==> src/rtl/txm_pkg.sv <==
package txm_pkg;
  localparam int ERR_W   = 4;
  localparam int ST_W    = 5;
  localparam int B_OVF   = 0;
  localparam int B_CORR  = 1;
  localparam int B_FATAL = 2;
  localparam int B_GAP   = 3;
  localparam int B_ALIGN = 4;
endpackage

==> src/rtl/txm_gap_check.sv <==
module txm_gap_check #(
  parameter int CNT_W = 8
) (
  input  logic             clk,
  input  logic             rst_n,
  input  logic [CNT_W-1:0] cfg_idle_req,
  input  logic             s_valid,
  input  logic             s_sob,
  input  logic             s_eob,
  output logic             gap_err,
  output logic             burst_act
);
  localparam logic [CNT_W-1:0] CNT_MAX = '1;

  logic             in_burst_q, in_burst_d;
  logic             seen_end_q, seen_end_d;
  logic [CNT_W-1:0] idle_q, idle_d;
  logic             idle_en;
  logic             sob_beat, eob_beat;

  always_comb begin
    sob_beat   = s_valid & s_sob;
    eob_beat   = s_valid & s_eob;
    in_burst_d = in_burst_q;
    if (eob_beat)      in_burst_d = 1'b0;
    else if (sob_beat) in_burst_d = 1'b1;
    seen_end_d = seen_end_q | eob_beat;
    idle_en    = eob_beat | (~in_burst_q & ~s_valid & (idle_q != CNT_MAX));
    idle_d     = eob_beat ? '0 : idle_q + 1'b1;
    gap_err    = sob_beat & ~in_burst_q & seen_end_q & (idle_q != cfg_idle_req);
    burst_act  = in_burst_q | sob_beat;
  end

  always_ff @(posedge clk or negedge rst_n) begin
    if (!rst_n) begin
      in_burst_q <= 1'b0;
      seen_end_q <= 1'b0;
      idle_q     <= '0;
    end else begin
      in_burst_q <= in_burst_d;
      seen_end_q <= seen_end_d;
      if (idle_en) idle_q <= idle_d;
    end
  end
endmodule

==> src/rtl/txm_ovf_qual.sv <==
module txm_ovf_qual (
  input  logic burst_mode,
  input  logic burst_act,
  input  logic ev_ovf,
  output logic ovf_flag
);
  always_comb begin
    ovf_flag = ev_ovf & (~burst_mode | burst_act);
  end
endmodule

==> src/rtl/txm_status.sv <==
module txm_status #(
  parameter int W = 5
) (
  input  logic         clk,
  input  logic         rst_n,
  input  logic [W-1:0] set_vec,
  input  logic [W-1:0] clr_vec,
  input  logic [W-1:0] irq_en,
  output logic [W-1:0] status,
  output logic         irq
);
  logic [W-1:0] stat_q, stat_d;
  logic         stat_en;

  always_comb begin
    stat_d  = (stat_q & ~clr_vec) | set_vec;
    stat_en = |(set_vec | (clr_vec & stat_q));
    status  = stat_q;
    irq     = |(stat_q & irq_en);
  end

  always_ff @(posedge clk or negedge rst_n) begin
    if (!rst_n)       stat_q <= '0;
    else if (stat_en) stat_q <= stat_d;
  end
endmodule

==> src/rtl/tx_err_monitor.sv <==
module tx_err_monitor
  import txm_pkg::*;
#(
  parameter int CNT_W = 8
) (
  input  logic             clk,
  input  logic             rst_n,
  input  logic [CNT_W-1:0] cfg_idle_req,
  input  logic             cfg_burst_mode,
  input  logic             s_valid,
  input  logic             s_sob,
  input  logic             s_eob,
  input  logic             ev_ovf,
  input  logic             ev_ecc_corr,
  input  logic             ev_ecc_fatal,
  input  logic             ev_align_lost,
  input  logic [ST_W-1:0]  clr_w1c,
  input  logic [ST_W-1:0]  irq_en,
  output logic [ERR_W-1:0] err_vec,
  output logic [ST_W-1:0]  status,
  output logic             irq
);
  logic             rst_meta_n, rst_q_n;
  logic             gap_err, burst_act, ovf_flag;
  logic [ERR_W-1:0] err_d, err_q;
  logic [ST_W-1:0]  stat_set;

  // reset: asynchronous assert, synchronous release
  always_ff @(posedge clk or negedge rst_n) begin
    if (!rst_n) begin
      rst_meta_n <= 1'b0;
      rst_q_n    <= 1'b0;
    end else begin
      rst_meta_n <= 1'b1;
      rst_q_n    <= rst_meta_n;
    end
  end

  txm_gap_check #(.CNT_W(CNT_W)) u_gap (
    .clk          (clk),
    .rst_n        (rst_q_n),
    .cfg_idle_req (cfg_idle_req),
    .s_valid      (s_valid),
    .s_sob        (s_sob),
    .s_eob        (s_eob),
    .gap_err      (gap_err),
    .burst_act    (burst_act)
  );

  txm_ovf_qual u_ovf (
    .burst_mode (cfg_burst_mode),
    .burst_act  (burst_act),
    .ev_ovf     (ev_ovf),
    .ovf_flag   (ovf_flag)
  );

  always_comb begin
    err_d          = '0;
    err_d[B_OVF]   = ovf_flag;
    err_d[B_CORR]  = ev_ecc_corr;
    err_d[B_FATAL] = ev_ecc_fatal;
    err_d[B_GAP]   = gap_err;
    stat_set              = '0;
    stat_set[ERR_W-1:0]   = err_d;
    stat_set[B_ALIGN]     = ev_align_lost;
  end

  always_ff @(posedge clk or negedge rst_q_n) begin
    if (!rst_q_n) err_q <= '0;
    else          err_q <= err_d;
  end

  txm_status #(.W(ST_W)) u_stat (
    .clk     (clk),
    .rst_n   (rst_q_n),
    .set_vec (stat_set),
    .clr_vec (clr_w1c),
    .irq_en  (irq_en),
    .status  (status),
    .irq     (irq)
  );

  assign err_vec = err_q;
endmodule

==> config.mk <==
export PLATFORM = sky130hd
export DESIGN_NAME = tx_err_monitor
export DESIGN_NICKNAME = d
export VERILOG_FILES = /design/src/rtl/txm_pkg.sv /design/src/rtl/txm_gap_check.sv /design/src/rtl/txm_ovf_qual.sv /design/src/rtl/txm_status.sv /design/src/rtl/tx_err_monitor.sv
export SDC_FILE = /design/constraint.sdc
export NUM_CORES = 1
export LEC_CHECK = 0
export ABC_CLOCK_PERIOD_IN_PS = 1300
export BUFFER_PORTS_ARGS = -buffer_cell sky130_fd_sc_hd__buf_2
export CORE_MARGIN = 2
export CORE_UTILIZATION = 47
export CTS_CLUSTER_DIAMETER = 80
export DETAILED_ROUTE_END_ITERATION = 12
export PLACE_DENSITY = 0.78
export SYNTH_ARGS = -nofsm -noshare
export SYNTH_HDL_FRONTEND = slang
export SYNTH_SLANG_ARGS = --single-unit
==> constraint.sdc <==
create_clock -name clk -period 1.3 [get_ports clk]
set_clock_uncertainty 0.15 [all_clocks]
set_input_delay 0.195 -clock clk [delete_from_list [all_inputs] [get_ports clk]]
set_output_delay 0.195 -clock clk [all_outputs]
set_load 0.02 [all_outputs]
==> flow_summary_export.csv, run 1 <==
group,metric,value,unit
critical_path,cp_top_family,"flip-flops",
pwr,static-leakage-power,0.850,nW
drt,vias_per_cell,5.47,
logic_synthesis,yosys.cell_count.top_type,"sky130_fd_sc_hd__dfrtp_1",
clock_tree,clk-insertion-delay-late,0.30,ns
timing,fmax,0.574,GHz
grt,via_count_of_the_first_global_routing_pass,1009,
run_status,failed_checks,"setup timing",
critical_path,worst-path-max-fanout,2,
drt,routed_wirelength,3.41,mm
drt,via_count,1040,
flow_run,cap_viol_max_count,0,
logic_synthesis,synth.top_cell.area_share,0.541,
critical_path,worst-endpoint-required,0.95,ns
grt,grt_antenna_before_repair,0,
drt,remaining_drc_errors,0,
floorplanning,initial_core_util,0.496,
hold_path,hp-class,"primary input to async pin",
grt,grt_pass1_wl,4.67,mm
placement,gp_routability_congestion,0.800,
timing,period_needed,1.74,ns
grt,congestion_overflow_gr,0,
final_layout,layout.nets,193,
logic_synthesis,syn-num-nets,117,
pwr,post-layout-total-power,1.60,mW
timing,grt_setup_unrepaired,"true",
drt,drt.antenna.violating_nets,0,
logic_synthesis,postSynthAreaPerCell,11.0,um^2
floorplanning,rows,16,
timing,final_max_slew_viol_count,0,
logic_synthesis,synthesis.instances,88,
logic_synthesis,synthTopCellsByArea,"sky130_fd_sc_hd__dfrtp_1 (54%), sky130_fd_sc_hd__xor2_1 (9.0%), sky130_fd_sc_hd__mux2i_1 (4.1%)",
placement,port-buffer-count,37,
placement,dpl.cell_count,166,
drt,first_iter_violations,35,
logic_synthesis,total_of_flip_flops_plus_latches_after_synthesis,21,
critical_path,worstSetupEndpointType,"output pin",
critical_path,critical_path.max_stage_delay,0.43,ns
pwr,worst_ir_drop_vdd,0.847,mV
drt,dr.pass1.iters,4,
placement,dp_hpwl,1.86,mm
critical_path,r2r_start,"u_gap.idle_q[3]",
clock_tree,ctsLongestPathBuffers,2,
logic_synthesis,ys_warn_count,0,
critical_path,critical_path_arrival,1.40,ns
final_layout,flow.area_growth_from_synthesis,68.2,%
final_layout,layout.filler_cells,99,
logic_synthesis,synth_enable_flop_cells,0,
critical_path,critical_path.slowest_cell,"sky130_fd_sc_hd__dfrtp_2",
timing,final_hold_viol_count,0,
critical_path,worst_setup_path_category,"flip-flop to output pin",
final_layout,layoutNonFillerInstCount,190,
critical_path,timing.critical_path.buf_inv,1,
grt,grt_util_all_layers,0.253,
critical_path,crit_path_cell_trace,"a222oi_1 > nand2_1 > buf_2",
logic_synthesis,synth_commonest_cells,"sky130_fd_sc_hd__dfrtp_1 (21), sky130_fd_sc_hd__xor2_1 (10), sky130_fd_sc_hd__nor2_1 (9)",
floorplanning,die_area,2450,um^2
logic_synthesis,netlist-cell-type-count,30,
final_layout,post_route_cells_drive_above_1_share,0.521,
logic_synthesis,async_flop_share,1.00,
floorplanning,fp.dieW,49.5,um
timing,timing.final.crit_share,1.34,
timing,final-setup-viol-count,13,
timing,fin_tns_setup,-2.23,ns
grt,pin_count_of_the_biggest_net_entering_global_routing,20,
floorplanning,ioPinCount,38,
drt,detail_route.wl_per_cell,17.9,um
logic_synthesis,synth_seq_area_share,0.541,
timing,final.setup.worst_slack,-0.443,ns
pwr,power_per_cell_area,979,nW/um^2
critical_path,setup.worst_path.start,"u_stat.status[0]",
critical_path,setup.worst_path.start_class,"flip-flop",
clock_tree,clock_tree.htree_level_count,1,
floorplanning,core,1960,um^2
clock_tree,tritoncts.num_buffers,3,
clock_tree,cts_tree,"done",
clock_tree,clock-sinks,21,
logic_synthesis,netlist.top_cell.by_area,"sky130_fd_sc_hd__dfrtp_1",
final_layout,final_core_util,0.834,
logic_synthesis,synth.cell_area,972,um^2
floorplanning,fp.dieH,49.5,um
clock_tree,cts_root_buf,"sky130_fd_sc_hd__clkbuf_4",
final_layout,antenna_cells_inserted,0,
logic_synthesis,postSynth.topFlopCell,"sky130_fd_sc_hd__dfrtp_1",
run_status,outcome,"finished with violations",
clock_tree,cts.reportedPaths.clkPinSlew,0.12,ns
## metrics by stage
stage | hold WS [ns] | area [um^2] | worst slack [ns]
2_1_floorplan | -0.251 | 997 | -0.0962
3_3_place_gp | -0.170 | 1330 | -0.173
3_5_place_dp | -0.168 | 1330 | -0.209
4_1_cts | 0.00837 | 1560 | -0.373
5_1_grt | 0.0270 | 1640 | -0.487
6_report | 0.0417 | 1640 | -0.443
## sequential cells by signal, summed over array words and instances, names as in the netlist
signal / cells
rst_q_n: 1
u_gap.seen_end_q: 1
u_gap.in_burst_q: 1
u_gap.idle_q: 8
err_vec: 4
rst_meta_n: 1
u_stat.status: 5
## kinds of logic (layout without fill, tap and decap cells)
kind of cell / count (synthesis) / count (layout) / share of synthesized area
AO/OA/AOI/OAI: 15 / 15 / 0.113
XOR/XNOR: 10 / 10 / 0.0901
multiplexers: 4 / 4 / 0.0412
flip-flops: 21 / 21 / 0.541
adder cells (fa/ha/maj): 1 / 1 / 0.0129
other: 1 / 1 / 0.00386
buffers and inverters: 7 / 82 / 0.0270
AND/OR/NAND/NOR: 29 / 29 / 0.171
## worst register-to-register path, stage by stage (launching register included)
cell and delay (ns):
sky130_fd_sc_hd__dfrtp_1 0.45, sky130_fd_sc_hd__xor2_1 0.20, sky130_fd_sc_hd__nor4_2 0.30, sky130_fd_sc_hd__a21oi_2 0.13
sky130_fd_sc_hd__a21o_1 0.20
## final timing paths
check	slack, ns	end	cells after the start
hold reg to reg	0.05	err_vec[1]	1
max in group asynchronous	0.74	u_gap.idle_q[0]	1
hold / removal	0.04	rst_meta_n	2
min in group clk	0.07	u_gap.in_burst_q	3
setup / recovery	-0.44	irq	3
setup reg to reg	-0.22	u_stat.status[3]	4
## cells in the final DEF, fill, tap and decap left out, types with 2 or more instances in the layout
cell type,count
sky130_fd_sc_hd__nand3_2,2
sky130_fd_sc_hd__inv_1,6
sky130_fd_sc_hd__nor4_2,2
sky130_fd_sc_hd__nor2_1,9
sky130_fd_sc_hd__buf_2,35
sky130_fd_sc_hd__mux2i_1,4
sky130_fd_sc_hd__nand2_1,2
sky130_fd_sc_hd__a21o_1,5
sky130_fd_sc_hd__buf_4,17
sky130_fd_sc_hd__xor2_1,10
sky130_fd_sc_hd__dfrtp_1,18
sky130_fd_sc_hd__nand4_1,2
sky130_fd_sc_hd__clkbuf_4,3
sky130_fd_sc_hd__dlygate4sd3_1,11
sky130_fd_sc_hd__buf_6,9
sky130_fd_sc_hd__dfrtp_2,3
sky130_fd_sc_hd__a21oi_2,2
## where the power goes
part	leakage [nW]	switching [mW]	total, mW	internal [mW]
clock network	0.0177	0.200	0.314	0.115
logic	0.577	0.240	0.511	0.270
registers	0.255	0.0640	0.776	0.712
## metal layers
metal | GRT usage | share of wire | vias to the layer above
met5 | 0 | 0 | -
li1 | - | - | 454
met1 | 0.306 | 0.36 | 503
met3 | 0.0364 | 0.048 | 26
met4 | 0.0833 | 0.078 | 0
met2 | 0.462 | 0.52 | 57
## area by class of cell
cell class                      count  area [um^2]  share of cell area
Clock inverter                      1         5.00             0.00306
Sequential cell                    21          529               0.324
Inverter                            6         22.5              0.0138
Tap cell                           27         33.8              0.0207
Clock buffer                        3         22.5              0.0138
Timing Repair Buffer               72          514               0.314
Multi-Input combinational cell     60          508               0.311
## timing repair
item	in CTS	in global routing
gates cloned	0	0
resized for setup	22	7
endpoints found under the hold margin	9	3
setup buffers	6	4
endpoints found under the setup margin	13	14
pin swaps	9	10
hold buffers	8	3
No activity file was read; power rests on OpenSTA's default activity.
==> run 2, diff against run 1 <==
CORE_ASPECT_RATIO = 1.4   (was unset)
CORE_UTILIZATION = 25   (was 47)
PLACE_DENSITY = unset   (was 0.78)
==> run 2 against run 1 <==
Compared with the run above:
- the run still ends with setup timing left
- die area is 80% higher
- non-clock buffer count is 10 lower
- combinational power is 11% lower
- cell count is 2.6% higher
- first-iteration DRC count is 77% lower
- sequential share of layout area is 1.2 points higher
- core utilization is 40 points lower
- total power is 3.6% higher
- maximum frequency is 11% higher
==> flow_summary_export.csv, run 2 (synthesis gave the netlist of run 1 again) <==
group,metric,value,unit
run_status,outcome,"finished with violations",
run_status,failed_checks,"setup timing",
critical_path,worst-endpoint-required,0.95,ns
final_layout,antenna_cells_inserted,0,
drt,detail_route.wl_per_cell,13.1,um
floorplanning,core,3680,um^2
grt,grt_antenna_before_repair,0,
timing,final_hold_viol_count,0,
clock_tree,clock-sinks,21,
final_layout,flow.area_growth_from_synthesis,63.1,%
placement,dpl.cell_count,180,
timing,final-setup-viol-count,11,
pwr,power_per_cell_area,1050,nW/um^2
critical_path,setup.worst_path.start_class,"flip-flop",
clock_tree,cts_root_buf,"sky130_fd_sc_hd__clkbuf_8",
clock_tree,clk-insertion-delay-late,0.26,ns
final_layout,layoutNonFillerInstCount,195,
floorplanning,initial_core_util,0.264,
hold_path,hp-class,"flip-flop to async pin",
pwr,worst_ir_drop_vdd,1.06,mV
final_layout,layout.cells.most_common,"sky130_fd_sc_hd__buf_2",
pwr,static-leakage-power,0.807,nW
timing,grt_setup_unrepaired,"true",
final_layout,largest_register_by_flop_count,"u_gap.idle_q",
clock_tree,cts_tree,"done",
timing,fmax,0.636,GHz
drt,via_count,907,
pwr,post-layout-total-power,1.66,mW
final_layout,layout.filler_cells,358,
drt,first_iter_violations,8,
placement,dp_hpwl,1.74,mm
placement,gp_routability_congestion,0.846,
final_layout,largest_register_ff_count,8,
timing,final_max_slew_viol_count,0,
critical_path,critical_path_arrival,1.23,ns
drt,vias_per_cell,4.65,
clock_tree,cts.reportedPaths.clkPinSlew,0.07,ns
timing,period_needed,1.57,ns
floorplanning,fp.dieW,56.7,um
final_layout,multi_input_area,509,um^2
floorplanning,rows,26,
timing,final.setup.worst_slack,-0.271,ns
placement,port-buffer-count,37,
final_layout,post_route_cells_drive_above_1_share,0.542,
floorplanning,die_area,4410,um^2
clock_tree,ctsLongestPathBuffers,2,
drt,remaining_drc_errors,0,
critical_path,worst_setup_path_category,"flip-flop to output pin",
final_layout,layout.nets,183,
grt,congestion_overflow_gr,0,
final_layout,layout.area.seq,532,um^2
critical_path,worst-path-max-fanout,2,
placement,dpl-instance-area,1340,um^2
drt,dr.pass1.iters,4,
clock_tree,tritoncts.num_buffers,3,
grt,via_count_of_the_first_global_routing_pass,993,
timing,timing.final.crit_share,1.21,
drt,drt.antenna.violating_nets,0,
floorplanning,ioPinCount,38,
grt,grt_pass1_wl,4.55,mm
grt,pin_count_of_the_biggest_net_entering_global_routing,20,
flow_run,cap_viol_max_count,0,
placement,place_worst_setup_slack,-0.246,ns
drt,routed_wirelength,2.55,mm
critical_path,worstSetupEndpointType,"output pin",
final_layout,final_instance_area,1590,um^2
clock_tree,clock_tree.htree_level_count,1,
final_layout,layout.cells.most_common_list,"sky130_fd_sc_hd__buf_2 (35), sky130_fd_sc_hd__dfrtp_1 (16), sky130_fd_sc_hd__buf_4 (13), sky130_fd_sc_hd__xor2_1 (10), sky130_fd_sc_hd__buf_6 (9)",
floorplanning,fp.dieH,77.8,um
grt,grt_util_all_layers,0.130,
[run 2: layer usage]
metal | global-route usage | vias to the layer above | part of all wire
li1 | - | 433 | -
met1 | 0.158 | 425 | 0.40
met2 | 0.220 | 43 | 0.52
met3 | 0.0250 | 6 | 0.061
met4 | 0.0571 | 0 | 0.020
met5 | 0 | - | 0
[run 2: final cells by class]
class,instances,area share
clock buffers,4,0.0284
inverters,6,0.0142
multi-input cells,60,0.321
flip-flops and latches,21,0.335
well taps,42,0.0331
repair buffers,62,0.268
[run 2: metrics by stage]
step           TNS [ns]  hold WS, ns   util
6_report          -1.39       0.0470  0.431
3_3_place_gp     -0.996       -0.171  0.364
5_1_grt           -2.19       0.0633  0.431
4_1_cts           -1.26       0.0413  0.418
3_5_place_dp      -1.23       -0.168  0.364
2_1_floorplan    -0.320       -0.251      -
[run 2: critical path, cell delays in order (launching register included)]
cell and delay [ns]:
sky130_fd_sc_hd__dfrtp_2 0.41, sky130_fd_sc_hd__a222oi_1 0.32, sky130_fd_sc_hd__nand2_1 0.08, sky130_fd_sc_hd__buf_2 0.16
[run 2: where the power goes]
group / leakage [nW] / internal [mW] / total [mW] / switching (mW)
clock network: 0.0228 / 0.218 / 0.427 / 0.209
registers: 0.252 / 0.714 / 0.777 / 0.0630
logic: 0.532 / 0.248 / 0.454 / 0.206
[run 2: final timing paths]
path / start / cells after the start / slack [ns] / endpoint
max: u_stat.status[0] / 3 / -0.27 / irq
min: rst_q_n / 1 / 0.05 / u_gap.idle_q[0]
max reg2reg: u_gap.idle_q[0] / 6 / -0.17 / u_gap.idle_q[2]
min reg2reg: rst_q_n / 1 / 0.05 / u_gap.idle_q[0]
max in group asynchronous: rst_q_n / 1 / 0.72 / u_gap.in_burst_q
min in group clk: clr_w1c[2] / 3 / 0.05 / u_stat.status[2]
[run 2: timing repair]
item | CTS | global route
hold buffers | 5 | 0
buffers inserted | 5 | 1
gates resized for setup | 19 | 11
pin swaps | 13 | 7
endpoints found under the setup margin | 12 | 13
endpoints found under the hold margin | 8 | 0
==> run 3, diff against run 2 <==
ABC_CLOCK_PERIOD_IN_PS = 1600   (was 1300)
clock period = 1.6 ns   (was 1.3 ns; I/O delays follow)
==> run 3 against run 2 <==
Compared with the run above:
- the flow still finishes with violations (setup timing)
- worst setup slack improved by 0.25 ns
- worst hold slack got worse by 0.031 ns
- sequential cell count unchanged
- cell area decreased by 14%
- sequential share of layout area increased by 4.9 points
- critical path depth unchanged
- cell count decreased by 7.2%
- routed wire length decreased by 17%
- die area unchanged
- non-clock buffer count decreased by 14
- critical path type unchanged
- largest power group unchanged
- highest routed layer unchanged
==> flow_summary_export.csv, run 3 (synthesis gave the netlist of run 1 again) <==
group,metric,value,unit
final_layout,layout.cells.most_common_list,"sky130_fd_sc_hd__buf_2 (37), sky130_fd_sc_hd__dfrtp_1 (21), sky130_fd_sc_hd__xor2_1 (10), sky130_fd_sc_hd__nor2_1 (8), sky130_fd_sc_hd__buf_4 (8)",
drt,routed_wirelength,2.11,mm
floorplanning,die_area,4410,um^2
placement,gp_routability_congestion,0.807,
floorplanning,fp.dieH,77.8,um
grt,pin_count_of_the_biggest_net_entering_global_routing,20,
clock_tree,tritoncts.num_buffers,3,
hold_path,hp-class,"primary input to flip-flop",
grt,grt_antenna_before_repair,0,
drt,via_count,843,
final_layout,layout.filler_cells,389,
final_layout,antenna_cells_inserted,0,
timing,grt_setup_unrepaired,"true",
hold_path,timing.hold.worst_path_depth,2,
run_status,failed_checks,"setup timing",
pwr,power_per_cell_area,900,nW/um^2
clock_tree,cts.reportedPaths.clkPinSlew,0.07,ns
critical_path,worst_setup_path_category,"flip-flop to output pin",
final_layout,layoutNonFillerInstCount,181,
floorplanning,core,3680,um^2
final_layout,largest_register_ff_count,8,
drt,remaining_drc_errors,0,
clock_tree,cts_root_buf,"sky130_fd_sc_hd__clkbuf_8",
critical_path,setup.worst_path.start_class,"flip-flop",
grt,congestion_overflow_gr,0,
final_layout,flow.area_growth_from_synthesis,40.5,%
timing,timing.final.crit_share,1.02,
critical_path,crit_path_cell_trace,"a222oi_1 > nand2_1 > buf_2",
flow_run,cap_viol_max_count,0,
final_layout,post_route_cells_drive_above_1_share,0.403,
critical_path,critical_path.slowest_cell,"sky130_fd_sc_hd__dfrtp_1",
final_layout,largest_register_by_flop_count,"u_gap.idle_q",
drt,drt.antenna.violating_nets,0,
clock_tree,clk-insertion-delay-late,0.26,ns
timing,period_needed,1.63,ns
final_layout,layout.nets,169,
pwr,static-leakage-power,0.733,nW
critical_path,worstSetupEndpointType,"output pin",
grt,via_count_of_the_first_global_routing_pass,913,
drt,vias_per_cell,4.66,
drt,dr.pass1.iters,4,
critical_path,worst-path-max-fanout,3,
grt,grt_util_all_layers,0.105,
critical_path,critical_path_arrival,1.24,ns
timing,fmax,0.615,GHz
pwr,worst_ir_drop_vdd,0.645,mV
run_status,outcome,"finished with violations",
floorplanning,initial_core_util,0.264,
clock_tree,cts_tree,"done",
placement,dp_hpwl,1.64,mm
floorplanning,rows,26,
timing,final-setup-viol-count,1,
clock_tree,clock_tree.htree_level_count,1,
placement,place_worst_setup_slack,-0.0768,ns
floorplanning,ioPinCount,38,
final_layout,layout.cells.most_common,"sky130_fd_sc_hd__buf_2",
drt,first_iter_violations,11,
critical_path,critical_path.max_stage_delay,0.40,ns
timing,final_max_slew_viol_count,0,
timing,final_hold_viol_count,0,
placement,port-buffer-count,37,
final_layout,final_core_util,0.372,
placement,dpl.cell_count,173,
floorplanning,fp.dieW,56.7,um
timing,final.setup.worst_slack,-0.0260,ns
critical_path,r2r.worst_path.cells,5,
clock_tree,clock-sinks,21,
grt,grt_pass1_wl,3.73,mm
critical_path,worst-endpoint-required,1.21,ns
clock_tree,ctsLongestPathBuffers,2,
drt,detail_route.wl_per_cell,11.7,um
timing,fin_tns_setup,-0.0260,ns
## run 3: area by class of cell
| type | count | area (um^2) | share of cell area |
|---|---|---|---|
| repair buffers | 48 | 275 | 0.201 |
| well taps | 42 | 52.6 | 0.0385 |
| multi-input cells | 60 | 444 | 0.325 |
| clock buffers | 3 | 41.3 | 0.0302 |
| flip-flops and latches | 21 | 526 | 0.385 |
| inverters | 6 | 22.5 | 0.0165 |
| clock inverters | 1 | 5.00 | 0.00366 |
## run 3: stage by stage
stage,area (um^2),power [mW],hold WS (ns)
global placement,1260,0.860,-0.124
detailed placement,1260,0.866,-0.123
floorplan,972,0.763,-0.206
finish,1370,1.23,0.0159
global route,1370,1.31,0.0127
CTS,1340,1.23,0.0134
## run 3: repair_timing
item / CTS / global route
gates resized for setup: 2 / 3
hold endpoints to repair: 4 / 0
setup endpoints to repair: 4 / 6
pin swaps: 0 / 0
setup buffers: 0 / 1
hold buffers: 3 / 0
## run 3: final timing paths
check,endpoint,slack (ns),start
min reg2reg,u_gap.idle_q[3],0.05,rst_q_n
max in group asynchronous,u_gap.idle_q[6],1.05,rst_q_n
min,u_stat.status[4],0.02,ev_align_lost
max,irq,-0.03,u_stat.status[0]
min in group asynchronous,u_gap.idle_q[3],0.05,rst_q_n
max reg2reg,u_gap.idle_q[3],0.07,u_gap.idle_q[1]
## run 3: worst max-delay path, delay by kind of cell, from the launching register on
kind,cells,cell delay [ns]
and+or+nand+nor,1,0.08
buffers and inverters,1,0.17
DFF,1,0.40
AOI/OAI and AO/OA,1,0.34
## run 3: where the power goes
part | total, mW | internal [mW] | leakage (nW) | switching (mW)
Clock | 0.340 | 0.173 | 0.0255 | 0.167
Sequential | 0.618 | 0.577 | 0.259 | 0.0409
Combinational | 0.272 | 0.133 | 0.448 | 0.139
## run 3: routing by layer
layer,wire length [um],part of all wire,global-route usage
met5,0,0,0
met4,34,0.016,0.0429
met3,148,0.070,0.0183
met2,1090,0.51,0.191
met1,844,0.40,0.118
